<file path="config.mk">
export PLATFORM = sky130hd
export DESIGN_NAME = i2c_poll_master
export DESIGN_NICKNAME = d
export VERILOG_FILES = /design/src/rtl/i2c_pm_pkg.sv /design/src/rtl/i2c_pm_sync.sv /design/src/rtl/i2c_pm_halfbit.sv /design/src/rtl/i2c_pm_watch.sv /design/src/rtl/i2c_poll_master.sv
export SDC_FILE = /design/constraint.sdc
export NUM_CORES = 1
export LEC_CHECK = 0
export BUFFER_PORTS_ARGS = -buffer_cell sky130_fd_sc_hd__buf_4
export CAP_MARGIN = 20
export CORE_MARGIN = 2
export CORE_UTILIZATION = 40
export DETAILED_ROUTE_END_ITERATION = 10
export GPL_TIMING_DRIVEN = 0
export PLACE_DENSITY_LB_ADDON = 0.25
export RECOVER_POWER = 25
export SYNTH_ARGS = -nofsm -noshare
export SYNTH_HDL_FRONTEND = slang
export SYNTH_SLANG_ARGS = --single-unit
</file>
<file path="constraint.sdc">
create_clock -name clk -period 3 [get_ports clk]
set_clock_uncertainty 0.2 [all_clocks]
set_input_delay 0.6 -clock clk [delete_from_list [all_inputs] [get_ports clk]]
set_output_delay 0.6 -clock clk [all_outputs]
set_load 0.1 [all_outputs]
</file>
<file path="src/rtl/i2c_pm_pkg.sv">
package i2c_pm_pkg;

    typedef enum logic [3:0] {
        S_IDLE,
        S_STA_REL,
        S_STA_LOW,
        S_WR_LO,
        S_WR_HI,
        S_ACK_LO,
        S_LOAD,
        S_RD_LO,
        S_RD_HI,
        S_PUSH,
        S_MACK_LO,
        S_MACK_HI,
        S_STP_LO,
        S_STP_HI,
        S_FIN
    } pm_state_t;

    localparam int ERR_W     = 3;
    localparam int ERR_NOACK = 0;
    localparam int ERR_ARB   = 1;
    localparam int ERR_TMO   = 2;

endpackage

</file>
<file path="src/rtl/i2c_pm_sync.sv">
module i2c_pm_sync #(
    parameter logic RST_VAL = 1'b1
) (
    input  logic clk,
    input  logic rst_n,
    input  logic din,
    output logic dout
);
    logic meta_q;

    always_ff @(posedge clk or negedge rst_n) begin
        if (!rst_n) begin
            meta_q <= RST_VAL;
            dout   <= RST_VAL;
        end else begin
            meta_q <= din;
            dout   <= meta_q;
        end
    end
endmodule

</file>
<file path="src/rtl/i2c_pm_halfbit.sv">
module i2c_pm_halfbit #(
    parameter int HALF_CYC = 8
) (
    input  logic clk,
    input  logic rst_n,
    input  logic run,
    output logic expire
);
    localparam int CW = $clog2(HALF_CYC + 1);

    logic [CW-1:0] cnt_q;

    assign expire = run && (cnt_q == CW'(HALF_CYC - 1));

    always_ff @(posedge clk or negedge rst_n) begin
        if (!rst_n)
            cnt_q <= '0;
        else if (!run || expire)
            cnt_q <= '0;
        else
            cnt_q <= cnt_q + 1'b1;
    end
endmodule

</file>
<file path="src/rtl/i2c_pm_watch.sv">
module i2c_pm_watch #(
    parameter int TIMEOUT_CYC = 2000
) (
    input  logic clk,
    input  logic rst_n,
    input  logic clear,
    output logic expired
);
    localparam int CW = $clog2(TIMEOUT_CYC + 2);

    logic [CW-1:0] cnt_q;

    assign expired = (cnt_q > CW'(TIMEOUT_CYC));

    always_ff @(posedge clk or negedge rst_n) begin
        if (!rst_n)
            cnt_q <= '0;
        else if (clear)
            cnt_q <= '0;
        else if (!expired)
            cnt_q <= cnt_q + 1'b1;
    end
endmodule

</file>
<file path="src/rtl/i2c_poll_master.sv">
module i2c_poll_master
    import i2c_pm_pkg::*;
#(
    parameter int HALF_CYC    = 8,
    parameter int TIMEOUT_CYC = 2000,
    parameter int CNT_W       = 8
) (
    input  logic             clk,
    input  logic             rst_n,
    input  logic             cmd_valid,
    output logic             cmd_ready,
    input  logic [6:0]       cmd_addr,
    input  logic             cmd_rd,
    input  logic [CNT_W-1:0] cmd_len,
    input  logic             cmd_stop,
    input  logic [7:0]       wr_data,
    input  logic             wr_valid,
    output logic             wr_ready,
    output logic [7:0]       rd_data,
    output logic             rd_valid,
    input  logic             rd_ready,
    output logic             done,
    output logic [2:0]       err,
    output logic             scl_oe,
    output logic             sda_oe,
    input  logic             sda_in
);
    localparam int LAST_WBIT = 8;
    localparam int LAST_RBIT = 7;

    pm_state_t        state_q, state_d;
    logic             hb_run, hb_exp, to_exp, sda_s, cmd_take;

    logic [6:0]       addr_q;
    logic             rd_q, stop_q;
    logic [CNT_W-1:0] rem_q;
    logic [8:0]       sh_q;
    logic [7:0]       rdsh_q;
    logic [3:0]       bit_q;
    logic             addr_ph_q, nack_q, retry_q, ack_drv_q;
    logic [ERR_W-1:0] err_q;

    assign cmd_take = (state_q == S_IDLE) && cmd_valid;

    i2c_pm_sync #(.RST_VAL(1'b1)) u_sync (
        .clk   (clk),
        .rst_n (rst_n),
        .din   (sda_in),
        .dout  (sda_s)
    );

    i2c_pm_halfbit #(.HALF_CYC(HALF_CYC)) u_half (
        .clk    (clk),
        .rst_n  (rst_n),
        .run    (hb_run),
        .expire (hb_exp)
    );

    i2c_pm_watch #(.TIMEOUT_CYC(TIMEOUT_CYC)) u_watch (
        .clk     (clk),
        .rst_n   (rst_n),
        .clear   (cmd_take),
        .expired (to_exp)
    );

    // state register
    always_ff @(posedge clk or negedge rst_n) begin
        if (!rst_n)
            state_q <= S_IDLE;
        else
            state_q <= state_d;
    end

    // next state
    always_comb begin
        state_d = state_q;
        unique case (state_q)
            S_IDLE:    if (cmd_valid) state_d = S_STA_REL;
            S_STA_REL: if (hb_exp) state_d = S_STA_LOW;
            S_STA_LOW: if (hb_exp) state_d = sda_s ? S_STP_LO : S_WR_LO;
            S_WR_LO:   if (hb_exp) state_d = S_WR_HI;
            S_WR_HI:   if (hb_exp) state_d = (bit_q == 4'(LAST_WBIT)) ? S_ACK_LO : S_WR_LO;
            S_ACK_LO: begin
                if (hb_exp) begin
                    if (nack_q)
                        state_d = S_STP_LO;
                    else if (rem_q == '0)
                        state_d = stop_q ? S_STP_LO : S_FIN;
                    else if (addr_ph_q && rd_q)
                        state_d = S_RD_LO;
                    else
                        state_d = S_LOAD;
                end
            end
            S_LOAD:    if (wr_valid) state_d = S_WR_LO;
            S_RD_LO:   if (hb_exp) state_d = S_RD_HI;
            S_RD_HI:   if (hb_exp) state_d = (bit_q == 4'(LAST_RBIT)) ? S_PUSH : S_RD_LO;
            S_PUSH:    if (rd_ready) state_d = S_MACK_LO;
            S_MACK_LO: if (hb_exp) state_d = S_MACK_HI;
            S_MACK_HI: begin
                if (hb_exp) begin
                    if (rem_q == '0)
                        state_d = stop_q ? S_STP_LO : S_FIN;
                    else
                        state_d = S_RD_LO;
                end
            end
            S_STP_LO:  if (hb_exp) state_d = S_STP_HI;
            S_STP_HI:  if (hb_exp) state_d = retry_q ? S_STA_REL : S_FIN;
            S_FIN:     state_d = S_IDLE;
            default:   state_d = S_IDLE;
        endcase
    end

    // outputs
    always_comb begin
        scl_oe    = 1'b0;
        sda_oe    = 1'b0;
        hb_run    = 1'b0;
        cmd_ready = 1'b0;
        wr_ready  = 1'b0;
        rd_valid  = 1'b0;
        done      = 1'b0;
        unique case (state_q)
            S_IDLE:    cmd_ready = 1'b1;
            S_STA_REL: hb_run = 1'b1;
            S_STA_LOW: begin sda_oe = 1'b1; hb_run = 1'b1; end
            S_WR_LO:   begin scl_oe = 1'b1; sda_oe = ~sh_q[8]; hb_run = 1'b1; end
            S_WR_HI:   begin sda_oe = ~sh_q[8]; hb_run = 1'b1; end
            S_ACK_LO:  begin scl_oe = 1'b1; hb_run = 1'b1; end
            S_LOAD:    begin scl_oe = 1'b1; wr_ready = 1'b1; end
            S_RD_LO:   begin scl_oe = 1'b1; hb_run = 1'b1; end
            S_RD_HI:   hb_run = 1'b1;
            S_PUSH:    begin scl_oe = 1'b1; rd_valid = 1'b1; end
            S_MACK_LO: begin scl_oe = 1'b1; sda_oe = ack_drv_q; hb_run = 1'b1; end
            S_MACK_HI: begin sda_oe = ack_drv_q; hb_run = 1'b1; end
            S_STP_LO:  begin scl_oe = 1'b1; sda_oe = 1'b1; hb_run = 1'b1; end
            S_STP_HI:  begin sda_oe = 1'b1; hb_run = 1'b1; end
            S_FIN:     done = 1'b1;
            default:   ;
        endcase
    end

    assign rd_data = rdsh_q;
    assign err     = err_q;

    // datapath
    always_ff @(posedge clk or negedge rst_n) begin
        if (!rst_n) begin
            addr_q    <= '0;
            rd_q      <= 1'b0;
            stop_q    <= 1'b0;
            rem_q     <= '0;
            sh_q      <= '1;
            rdsh_q    <= '0;
            bit_q     <= '0;
            addr_ph_q <= 1'b0;
            nack_q    <= 1'b0;
            retry_q   <= 1'b0;
            ack_drv_q <= 1'b0;
            err_q     <= '0;
        end else begin
            unique case (state_q)
                S_IDLE: begin
                    if (cmd_valid) begin
                        addr_q  <= cmd_addr;
                        rd_q    <= cmd_rd;
                        stop_q  <= cmd_stop;
                        rem_q   <= cmd_len;
                        err_q   <= '0;
                        retry_q <= 1'b0;
                    end
                end
                S_STA_REL: begin
                    err_q[ERR_NOACK] <= 1'b0;
                    err_q[ERR_ARB]   <= 1'b0;
                    retry_q          <= 1'b0;
                    addr_ph_q        <= 1'b1;
                end
                S_STA_LOW: begin
                    if (hb_exp) begin
                        if (sda_s)
                            err_q[ERR_ARB] <= 1'b1;
                        else begin
                            sh_q  <= {addr_q, rd_q, 1'b1};
                            bit_q <= '0;
                        end
                    end
                end
                S_WR_HI: begin
                    if (hb_exp) begin
                        if (bit_q == 4'(LAST_WBIT))
                            nack_q <= sda_s;
                        else begin
                            sh_q  <= {sh_q[7:0], 1'b1};
                            bit_q <= bit_q + 1'b1;
                        end
                    end
                end
                S_ACK_LO: begin
                    if (hb_exp) begin
                        bit_q <= '0;
                        if (nack_q) begin
                            err_q[ERR_NOACK] <= 1'b1;
                            if (addr_ph_q) begin
                                if (to_exp)
                                    err_q[ERR_TMO] <= 1'b1;
                                else
                                    retry_q <= 1'b1;
                            end
                        end else begin
                            addr_ph_q <= 1'b0;
                        end
                    end
                end
                S_LOAD: begin
                    if (wr_valid) begin
                        sh_q  <= {wr_data, 1'b1};
                        bit_q <= '0;
                        rem_q <= rem_q - 1'b1;
                    end
                end
                S_RD_HI: begin
                    if (hb_exp) begin
                        rdsh_q <= {rdsh_q[6:0], sda_s};
                        bit_q  <= bit_q + 1'b1;
                    end
                end
                S_PUSH: begin
                    if (rd_ready) begin
                        rem_q     <= rem_q - 1'b1;
                        ack_drv_q <= (rem_q > CNT_W'(1));
                        bit_q     <= '0;
                    end
                end
                default: ;
            endcase
        end
    end
endmodule

</file>
After elaboration in Yosys (flattened, before gate mapping). Index checks and enable logic that the tools add are counted.

Word-level logic and storage cells: 172. Register bits after elaboration: 66. Input bits: 31. Output and inout port bits: 17.

Order comparisons: 2. Equal/unequal tests: 40. Mux-type cells: 74. Bitwise operators: 1. Add/subtract/negate cells: 4. Reduce and logical (&&, ||, !) cells: 32.

Operators by type and width (number): $mux W4 (29); $pmux W4 S14 (1); $mux W9 (5); $eq A4 B4 Y1 const B (8); $pmux W9 S3 (1); $ne A2 B1 Y1 const B (13); $eq A4 B3 Y1 const B (6); $mux W8 (3); $pmux W4 S6 (1); $pmux W8 S3 (1); $mux W1 (22); $mux W11 (2); $ne A2 B2 Y1 const B (10); $reduce_and A6 Y1 (3); $reduce_and A14 Y1 (1); $pmux W1 S3 (4); $reduce_and A4 Y1 (3); $reduce_bool A3 Y1 (4); $add A11 B1 Y11 const B (1); $gt A11 B11 Y1 const B (1); $reduce_or A11 Y1 (1); $reduce_and A9 Y1 (1); $add A4 B1 Y4 const B (2); $eq A4 B2 Y1 const B (2); 19 further kinds (28).

Longest topological paths before layout. Gate-level depths: netlist of the first run.

Depth after elaboration: 6. Depth in mapped cells: 8. Depth with buffers taken out: 7.

By module. Synthesis of the first run repeated with hierarchy kept, for this count alone.

Cells, all modules: 379. Area total of the unflattened synthesis: 3839.9 um^2.

By module, submodules not included: i2c_poll_master (instances 1, sequential area each 1211.2 um^2, cells an instance 294, area each 2897.8 um^2); i2c_pm_watch (instances 1, sequential area each 275.3 um^2, cells an instance 67, area each 701.9 um^2); i2c_pm_halfbit (instances 1, sequential area each 100.1 um^2, cells an instance 16, area each 187.7 um^2); i2c_pm_sync (instances 1, sequential area each 52.6 um^2, cells an instance 2, area each 52.6 um^2).

Worst setup path after synthesis of the first run. No wires, ideal clock.

Path type: register -> register. From: register state_q[0]. To: register err_q[2] (netlist: err[2]). Stages on the path, launching flop included: 6. Required time: 2.675 ns. Arrival time: 4.869 ns. Clock period less this slack: 5.194 ns. Path buffers: 2. Setup slack: -2.194 ns. Library setup time: 0.125 ns. Cell sequence: dfrtp_1 -> buf_6 -> buf_2 -> nor4_1 -> nand2_1 -> a32o_1.

Cells in the longest elaborated chain, start to end: 6. Elaborated cells on any way between the ends: 23. Those cells by class: 16 x eq/ne; 2 x mux; 5 x reduce/logical.

RTL lines: from (decl) (RTL line i2c_poll_master.sv:31) `pm_state_t state_q, state_d;`; from (signal assigned) (RTL line i2c_poll_master.sv:71) `state_q <= state_d;`; $eq A4 B4 Y1, or another cell as far along (RTL line i2c_poll_master.sv:124) `unique case (state_q)`; $reduce_or A11 Y1 (no source line); $mux W1 (RTL line i2c_poll_master.sv:124); $logic_and A1 B1 Y1 (RTL line i2c_pm_halfbit.sv:13) `assign expire = run && (cnt_q == CW'(HALF_CYC - 1));`; $ne A2 B1 Y1 (no source line); $reduce_and A6 Y1 (no source line); to (signal assigned) (RTL line i2c_poll_master.sv:161) `err_q <= '0;`; to (signal assigned) (RTL line i2c_poll_master.sv:170) `err_q <= '0;`; to (signal, indexed assignment) (RTL line i2c_poll_master.sv:175) `err_q[ERR_NOACK] <= 1'b0;`; to (decl) (RTL line i2c_poll_master.sv:41) `logic [ERR_W-1:0] err_q;`.

Several ways; a longest one is shown, not always the timed one. A chain may end at the register's enable or synchronous reset.

Final worst setup path of the first run.
From: register state_q[0]. To: output port scl_oe.

Cells in the longest elaborated chain, start to end: 3. Elaborated cells on any way between the ends: 9. Those cells by class: 7 x eq/ne; 1 x mux; 1 x reduce/logical.

RTL lines: $eq A4 B4 Y1, or another cell as far along (RTL line i2c_poll_master.sv:124); $reduce_or A7 Y1 (no source line) *; $mux W1 * (RTL line i2c_poll_master.sv:124); to (decl) (RTL line i2c_poll_master.sv:24) `output logic scl_oe,`.

Every way passes the cells marked *; elsewhere a longest branch is shown, timed or not.

==> summary.json, run 1 <==
{
  "maxCapViolCount": {"value": 1},
  "run_status": {"value": "complete, but fails checks"},
  "p_per_area": {"value": 379, "unit": "mW/mm2"},
  "synth_enable_flop_cells": {"value": 0},
  "share_seq_of_total_power": {"value": 0.521},
  "yosys_warn_count": {"value": 0},
  "synth-async-reset-ratio": {"value": 1.00},
  "sequential_cell_area": {"value": 0.00164, "unit": "mm2"},
  "cts.reportedPaths.clkPinSlew": {"value": 0.08, "unit": "ns"},
  "timing.final.hold_violations": {"value": 0},
  "maximum_fanout_along_the_worst_path": {"value": 19},
  "globalRouteMet3Util": {"value": 0.0506},
  "cts.root.buffer_cell": {"value": "sky130_fd_sc_hd__clkbuf_8"},
  "antenna_violating_nets_post_route": {"value": 0},
  "instances_no_fill": {"value": 571},
  "utilization": {"value": 0.484},
  "grt_max_degree": {"value": 66},
  "detail_route.drc_violations": {"value": 0},
  "ctsHtreeMaxLevel": {"value": 3},
  "hold_class": {"value": "reg2reg"},
  "pwr-share-clk": {"value": 0.447},
  "dp_hpwl": {"value": 6240, "unit": "um"},
  "layout_common_cells": {"value": "55 x sky130_fd_sc_hd__dfrtp_1, 48 x sky130_fd_sc_hd__nand2_1, 46 x sky130_fd_sc_hd__buf_4"},
  "whs": {"value": 0.157, "unit": "ns"},
  "flow.area_growth_from_synthesis": {"value": 18.5, "unit": "%"},
  "die_x": {"value": 101, "unit": "um"},
  "cts_hold_buffers": {"value": 0},
  "number_of_global_route_vias_before_repair": {"value": 3033},
  "timing.critical_path.to_type": {"value": "output port"},
  "fin_tns_setup": {"value": 0, "unit": "ns"},
  "use_met2": {"value": 0.293},
  "switching_share": {"value": 0.236},
  "global_route.usage.total": {"value": 0.181},
  "global_route.peak_usage_layer": {"value": "met2"},
  "synth_nets": {"value": 440},
  "max-vdd-ir-drop": {"value": 0.217, "unit": "mV"},
  "latest_clock_arrival_within_the_worst_skew_pair": {"value": 0.35, "unit": "ns"},
  "yosysSeqAreaShare": {"value": 0.436},
  "final_period_minus_worst_setup_slack": {"value": 2.89, "unit": "ns"},
  "internal_power": {"value": 1290, "unit": "uW"},
  "number_of_inserted_filler_cells_in_the_final_layout": {"value": 895},
  "total_grt_overflow": {"value": 0},
  "synthesis.area_per_instance": {"value": 9.38, "unit": "um2"},
  "criticalPathCategory": {"value": "reg2out"},
  "critPathLaunchType": {"value": "flop"},
  "drive_gt1_frac": {"value": 0.265},
  "tightestPinTransition": {"value": 1.62, "unit": "ns"},
  "rsz_0062_raised_after_global_routing": {"value": "no"},
  "synth_cell_type_count": {"value": 67},
  "post_drt_via_cell_ratio": {"value": 5.49},
  "initialDrtViolationCount": {"value": 222},
  "antenna_violations_before_repair": {"value": 0},
  "route.detailed.wl_per_inst": {"value": 15.2, "unit": "um"},
  "finalWirelength": {"value": 8670, "unit": "um"},
  "first_pass_iters": {"value": 5},
  "comb_power_share": {"value": 0.031},
  "cts_inserted_buffers": {"value": 9},
  "report.final.slew_viol_count": {"value": 66},
  "floorplan.core_area": {"value": 0.00920, "unit": "mm2"},
  "placed_cells": {"value": 559},
  "total_leakage_power": {"value": 0.00209, "unit": "uW"},
  "nNetsFinal": {"value": 494},
  "post-route-period-util": {"value": 0.962},
  "p_sw": {"value": 398, "unit": "uW"},
  "grt_use_met1": {"value": 0.235},
  "slew_headroom": {"value": -0.0768},
  "violations_in_the_final_reports": {"value": "max-capacitance violations, max-slew violations"},
  "multiInputGateArea": {"value": 0.00196, "unit": "mm2"},
  "vias_post_dr": {"value": 3132},
  "fp.dieArea": {"value": 0.0102, "unit": "mm2"},
  "synthesis.instances": {"value": 401},
  "netlist_area": {"value": 0.00376, "unit": "mm2"},
  "portBuffers": {"value": 47},
  "core.rowCount": {"value": 35},
  "place_congestion": {"value": 0.942},
  "n_antenna_cell": {"value": 0},
  "fmax": {"value": 0.346, "unit": "GHz"},
  "first_pass_grt_wire_length": {"value": 14500, "unit": "um"},
  "setup_viol": {"value": 0},
  "floorplan.initialDensity": {"value": 0.409},
  "crit_required": {"value": 2.20, "unit": "ns"},
  "synth.ff_latch_count": {"value": 65},
  "dpl-instance-area": {"value": 0.00428, "unit": "mm2"},
  "critical_path_arrival": {"value": 2.09, "unit": "ns"},
  "buffer_levels_on_the_longest_clock_path": {"value": 2},
  "layout.cells.most_common": {"value": "sky130_fd_sc_hd__dfrtp_1"},
  "design_area": {"value": 0.00446, "unit": "mm2"},
  "die_height": {"value": 101, "unit": "um"},
  "cts_tree": {"value": "yes"},
  "most_instantiated_flip_flop_cell_in_the_synthesis_netlist": {"value": "sky130_fd_sc_hd__dfrtp_1"},
  "ioPinCount": {"value": 48},
  "cts.sinks": {"value": 65}
}
-- worst paths after layout --
kind	start	endpoint	slack [ns]	cells past startpoint
setup reg to reg	state_q[0]	sh_q[8]	0.61	6
max in group asynchronous	rst_n	addr_q[5]	1.18	1
setup / recovery	state_q[0]	scl_oe	0.11	6
hold reg to reg	u_sync.meta_q	u_sync.dout	0.16	0
hold / removal	u_sync.meta_q	u_sync.dout	0.16	0
min in group asynchronous	rst_n	u_watch.cnt_q[3]	0.45	1
-- through the flow --
step | worst slack [ns] | total power [uW]
floorplan | 0.0469 | 901
detailed placement | 0.126 | 952
global placement | 0.129 | 952
CTS | 0.00393 | 1710
finish | 0.113 | 1690
global route | 0.0250 | 1760
-- metal layers --
metal / share of wire / vias to the layer above
met5: 0 / -
met4: 0.017 / 0
met3: 0.051 / 14
met2: 0.46 / 82
met1: 0.47 / 1495
li1: - / 1541
-- cell families (layout without fill, tap and decap cells) --
logic type	Yosys count	count (layout)	synth area share
xor+xnor	10	10	0.0233
fa+ha+maj	8	8	0.0266
simple gates	152	152	0.201
flops	65	65	0.436
buf+inv	37	96	0.0496
compound gates	100	100	0.179
mux	29	29	0.0848
-- critical path: stages (launching register included) --
cell and delay (ns):
sky130_fd_sc_hd__dfrtp_1 0.39, sky130_fd_sc_hd__buf_6 0.15, sky130_fd_sc_hd__buf_2 0.35, sky130_fd_sc_hd__o21ai_0 0.18
sky130_fd_sc_hd__a21boi_0 0.17, sky130_fd_sc_hd__o21ai_2 0.17, sky130_fd_sc_hd__buf_4 0.31
-- state kept, by name, indices dropped and copies added, names as in the netlist --
signal and flops:
u_watch.cnt_q 11, rd_data 8, rem_q 8, sh_q 8, addr_q 7, bit_q 4, state_q 4, u_half.cnt_q 4
err 3, ack_drv_q 1, addr_ph_q 1, nack_q 1, rd_q 1, retry_q 1, stop_q 1, u_sync.dout 1
u_sync.meta_q 1
-- area by class of cell --
class                      instances  area share
timing repair buffer              47      0.0795
multi-input combinational        299       0.439
sequential                        65       0.368
inverter                          18      0.0152
clock buffer                       9      0.0278
buffer                            15      0.0233
tap                              111      0.0312
clock inverter                     7      0.0157
-- power groups by stage --
stage / registers [uW] / logic [uW] / clock network [uW]
2_1_floorplan: 896 / 5.12 / 0
3_3_place_gp: 896 / 55.6 / 0
3_5_place_dp: 896 / 55.9 / 0
4_1_cts: 880 / 56.0 / 779
5_1_grt: 880 / 59.9 / 822
6_report: 880 / 52.9 / 755
-- Yosys cell counts, drive strengths merged (3+ instances only) --
cell type	count	area share
nand3b	5	0.010
o41ai	3	0.0090
o211ai	9	0.018
mux2	20	0.061
mux2i	9	0.024
xor2	3	0.0070
a22o	4	0.0093
xnor2	7	0.016
a21oi	30	0.040
and3	3	0.0063
or3	6	0.010
nor2b	3	0.0050
ha	8	0.027
clkbuf	5	0.0053
nand2	48	0.048
dfstp	10	0.070
o31ai	4	0.0080
nor4	4	0.0067
o21ai	26	0.035
or2	3	0.0057
nand3	11	0.015
buf	14	0.026
nand2b	5	0.0083
a22oi	4	0.0080
nor3	6	0.0093
nor2	44	0.045
inv	18	0.018
dfrtp	55	0.37
-- timing repair --
action / in CTS / in global routing
setup endpoints to repair: 1 / 2
gates resized for setup: 0 / 3
setup buffers: 0 / 0
No activity file was read; power rests on OpenSTA's default activity.
==> run 2: changes to the inputs <==
- PLACE_DENSITY: default -> 0.62
- PLACE_DENSITY_LB_ADDON: 0.25 -> default
==> summary.json, run 2 (same netlist as run 1, synthesis figures left out) <==
{
  "run_status": {"value": "complete, but fails checks"},
  "violations_in_the_final_reports": {"value": "max-capacitance violations, max-slew violations"},
  "design_area": {"value": 0.00445, "unit": "mm2", "change": "-0.14%"},
  "antenna_violating_nets_post_route": {"value": 0, "change": "unchanged"},
  "switching_share": {"value": 0.223, "change": "-0.0130"},
  "vias_post_dr": {"value": 3128, "change": "-0.13%"},
  "ctsHtreeMaxLevel": {"value": 3, "change": "unchanged"},
  "max-vdd-ir-drop": {"value": 0.188, "unit": "mV", "change": "-13%"},
  "fp.dieArea": {"value": 0.0102, "unit": "mm2", "change": "unchanged"},
  "timing.final.hold_violations": {"value": 0, "change": "unchanged"},
  "criticalPathCategory": {"value": "reg2out"},
  "number_of_inserted_filler_cells_in_the_final_layout": {"value": 902, "change": "+0.78%"},
  "largest_reg_flops": {"value": 11, "change": "unchanged"},
  "sequential_cell_area": {"value": 0.00164, "unit": "mm2", "change": "unchanged"},
  "hold_class": {"value": "reg2reg"},
  "fin_tns_setup": {"value": 0, "unit": "ns", "change": "unchanged"},
  "post-route-period-util": {"value": 0.942, "change": "-0.0208"},
  "critical_path_arrival": {"value": 2.02, "unit": "ns", "change": "-0.07 ns"},
  "final_period_minus_worst_setup_slack": {"value": 2.82, "unit": "ns", "change": "-0.0625 ns"},
  "drive_gt1_frac": {"value": 0.261, "change": "-0.00435"},
  "flow.area_growth_from_synthesis": {"value": 18.3, "unit": "%"},
  "post_drt_via_cell_ratio": {"value": 5.48, "change": "-0.13%"},
  "latest_clock_arrival_within_the_worst_skew_pair": {"value": 0.34, "unit": "ns", "change": "about the same"},
  "total_grt_overflow": {"value": 0, "change": "unchanged"},
  "cts.reportedPaths.clkPinSlew": {"value": 0.07, "unit": "ns", "change": "about the same"},
  "ioPinCount": {"value": 48, "change": "unchanged"},
  "floorplan.core_area": {"value": 0.00920, "unit": "mm2", "change": "unchanged"},
  "cts.root.buffer_cell": {"value": "sky130_fd_sc_hd__clkbuf_8"},
  "route.detailed.wl_per_inst": {"value": 15.1, "unit": "um", "change": "-0.62%"},
  "crit_path_cell_trace": {"value": "buf_4 -> buf_4 -> clkbuf_2 -> a221oi_1 -> nand2_1 -> o21ai_2 -> buf_6"},
  "multiInputGateArea": {"value": 0.00196, "unit": "mm2", "change": "unchanged"},
  "grt_max_degree": {"value": 66, "change": "unchanged"},
  "setup_viol": {"value": 0, "change": "unchanged"},
  "dp_hpwl": {"value": 6310, "unit": "um", "change": "+1.3%"},
  "layout.cells.most_common": {"value": "sky130_fd_sc_hd__dfrtp_1"},
  "first_pass_iters": {"value": 4, "change": "-1"},
  "maximum_fanout_along_the_worst_path": {"value": 10, "change": "-9"},
  "layout_common_cells": {"value": "55 x sky130_fd_sc_hd__dfrtp_1, 48 x sky130_fd_sc_hd__nand2_1, 46 x sky130_fd_sc_hd__buf_4"},
  "p_sw": {"value": 370, "unit": "uW", "change": "-7.1%"},
  "finalWirelength": {"value": 8620, "unit": "um", "change": "-0.62%"},
  "total_leakage_power": {"value": 0.00208, "unit": "uW", "change": "-0.29%"},
  "crit_required": {"value": 2.20, "unit": "ns", "change": "about the same"},
  "cts_hold_buffers": {"value": 0, "change": "unchanged"},
  "n_antenna_cell": {"value": 0, "change": "unchanged"},
  "antenna_violations_before_repair": {"value": 0, "change": "unchanged"},
  "p_per_area": {"value": 373, "unit": "mW/mm2", "change": "-1.5%"},
  "cts_setup_buffers": {"value": 0, "change": "unchanged"},
  "buffer_levels_on_the_longest_clock_path": {"value": 2, "change": "unchanged"},
  "utilization": {"value": 0.484, "change": "-0.000680"},
  "critPathLaunchType": {"value": "flop"},
  "global_route.usage.total": {"value": 0.184, "change": "+0.00320"},
  "portBuffers": {"value": 47, "change": "unchanged"},
  "worst_path_largest_cell_delay": {"value": 0.40, "unit": "ns", "change": "about the same"},
  "core.rowCount": {"value": 35, "change": "unchanged"},
  "dpl-instance-area": {"value": 0.00428, "unit": "mm2", "change": "unchanged"},
  "critical-path-slowest-cell": {"value": "sky130_fd_sc_hd__dfrtp_1"},
  "maxCapViolCount": {"value": 1, "change": "unchanged"},
  "die_height": {"value": 101, "unit": "um", "change": "unchanged"},
  "number_of_global_route_vias_before_repair": {"value": 3010, "change": "-0.76%"},
  "report.final.slew_viol_count": {"value": 66, "change": "unchanged"},
  "pwr-share-clk": {"value": 0.437, "change": "-0.010"},
  "cts_inserted_buffers": {"value": 9, "change": "unchanged"},
  "cts_tree": {"value": "yes"},
  "internal_power": {"value": 1290, "unit": "uW", "change": "about the same"},
  "fmax": {"value": 0.354, "unit": "GHz", "change": "+2.2%"},
  "nNetsFinal": {"value": 494, "change": "unchanged"},
  "detail_route.drc_violations": {"value": 0, "change": "unchanged"},
  "top_register": {"value": "u_watch.cnt_q"},
  "initialDrtViolationCount": {"value": 230, "change": "+3.6%"},
  "slew_headroom": {"value": -0.0777, "change": "-0.000971"},
  "timing.critical_path.to_type": {"value": "output port"},
  "first_pass_grt_wire_length": {"value": 14700, "unit": "um", "change": "+1.6%"},
  "tightestPinTransition": {"value": 1.62, "unit": "ns", "change": "+0.00146 ns"},
  "floorplan.initialDensity": {"value": 0.409, "change": "unchanged"},
  "rsz_0062_raised_after_global_routing": {"value": "no"},
  "share_seq_of_total_power": {"value": 0.531, "change": "+0.010"},
  "crit_top_cell": {"value": "sky130_fd_sc_hd__buf_4"},
  "cts.sinks": {"value": 65, "change": "unchanged"},
  "comb_power_share": {"value": 0.032, "change": "about the same"},
  "die_x": {"value": 101, "unit": "um", "change": "unchanged"},
  "place_congestion": {"value": 0.849, "change": "-9.9%"}
}
[run 2: critical path, delay by kind of cell, from the launching register on]
kind	cells	cell delay [ns]
buffers and inverters	4	0.80
and+or+nand+nor	1	0.10
AOI/OAI and AO/OA	2	0.37
DFF	1	0.40
[run 2: area by class of cell]
type | count | area share
Multi-Input combinational cell | 299 | 0.440
Clock inverter | 5 | 0.0127
Clock buffer | 11 | 0.0295
Buffer | 15 | 0.0233
Sequential cell | 65 | 0.368
Inverter | 18 | 0.0152
Tap cell | 111 | 0.0312
Timing Repair Buffer | 47 | 0.0796
[run 2: path summary, 6_finish.rpt]
check | startpoint | end | slack, ns | cells after the start
worst max-delay path | state_q[3] | sda_oe | 0.18 | 7
worst min-delay path | u_sync.meta_q | u_sync.dout | 0.16 | 0
worst max register to register | state_q[0] | sh_q[5] | 0.60 | 6
worst min register to register | u_sync.meta_q | u_sync.dout | 0.16 | 0
max in group asynchronous | rst_n | rem_q[3] | 1.16 | 1
min in group asynchronous | rst_n | u_watch.cnt_q[3] | 0.46 | 1
[run 2: timing repair]
| item | in CTS | in global routing |
|---|---|---|
| resized for setup | 0 | 3 |
| setup endpoints to repair | 1 | 2 |
| pin swaps | 0 | 0 |
[run 2: per-layer routing]
metal,track usage,vias to the layer above,wire length (um)
met5,0,-,0
met2,0.285,91,3990
li1,-,1538,-
met3,0.0451,16,463
met1,0.250,1483,3960
met4,0.0665,0,207
[run 2: per-stage QoR]
stage | cells | setup slack (ns) | power, uW | hold WS (ns)
after floorplan | 401 | 0.0469 | 901 | 0.104
after global routing | 571 | 0.0492 | 1720 | 0.144
after CTS | 573 | 0.0264 | 1690 | 0.140
after global placement | 559 | 0.0969 | 953 | 0.148
after detailed placement | 559 | 0.103 | 953 | 0.149
final | 571 | 0.175 | 1660 | 0.158
[run 2: power by group through the flow]
stage,Sequential [uW],Combinational [uW],Clock (uW)
floorplan,896,5.12,0
global placement,897,56.0,0
detailed placement,897,56.3,0
CTS,880,56.5,755
global route,880,60.7,783
finish,881,53.7,725
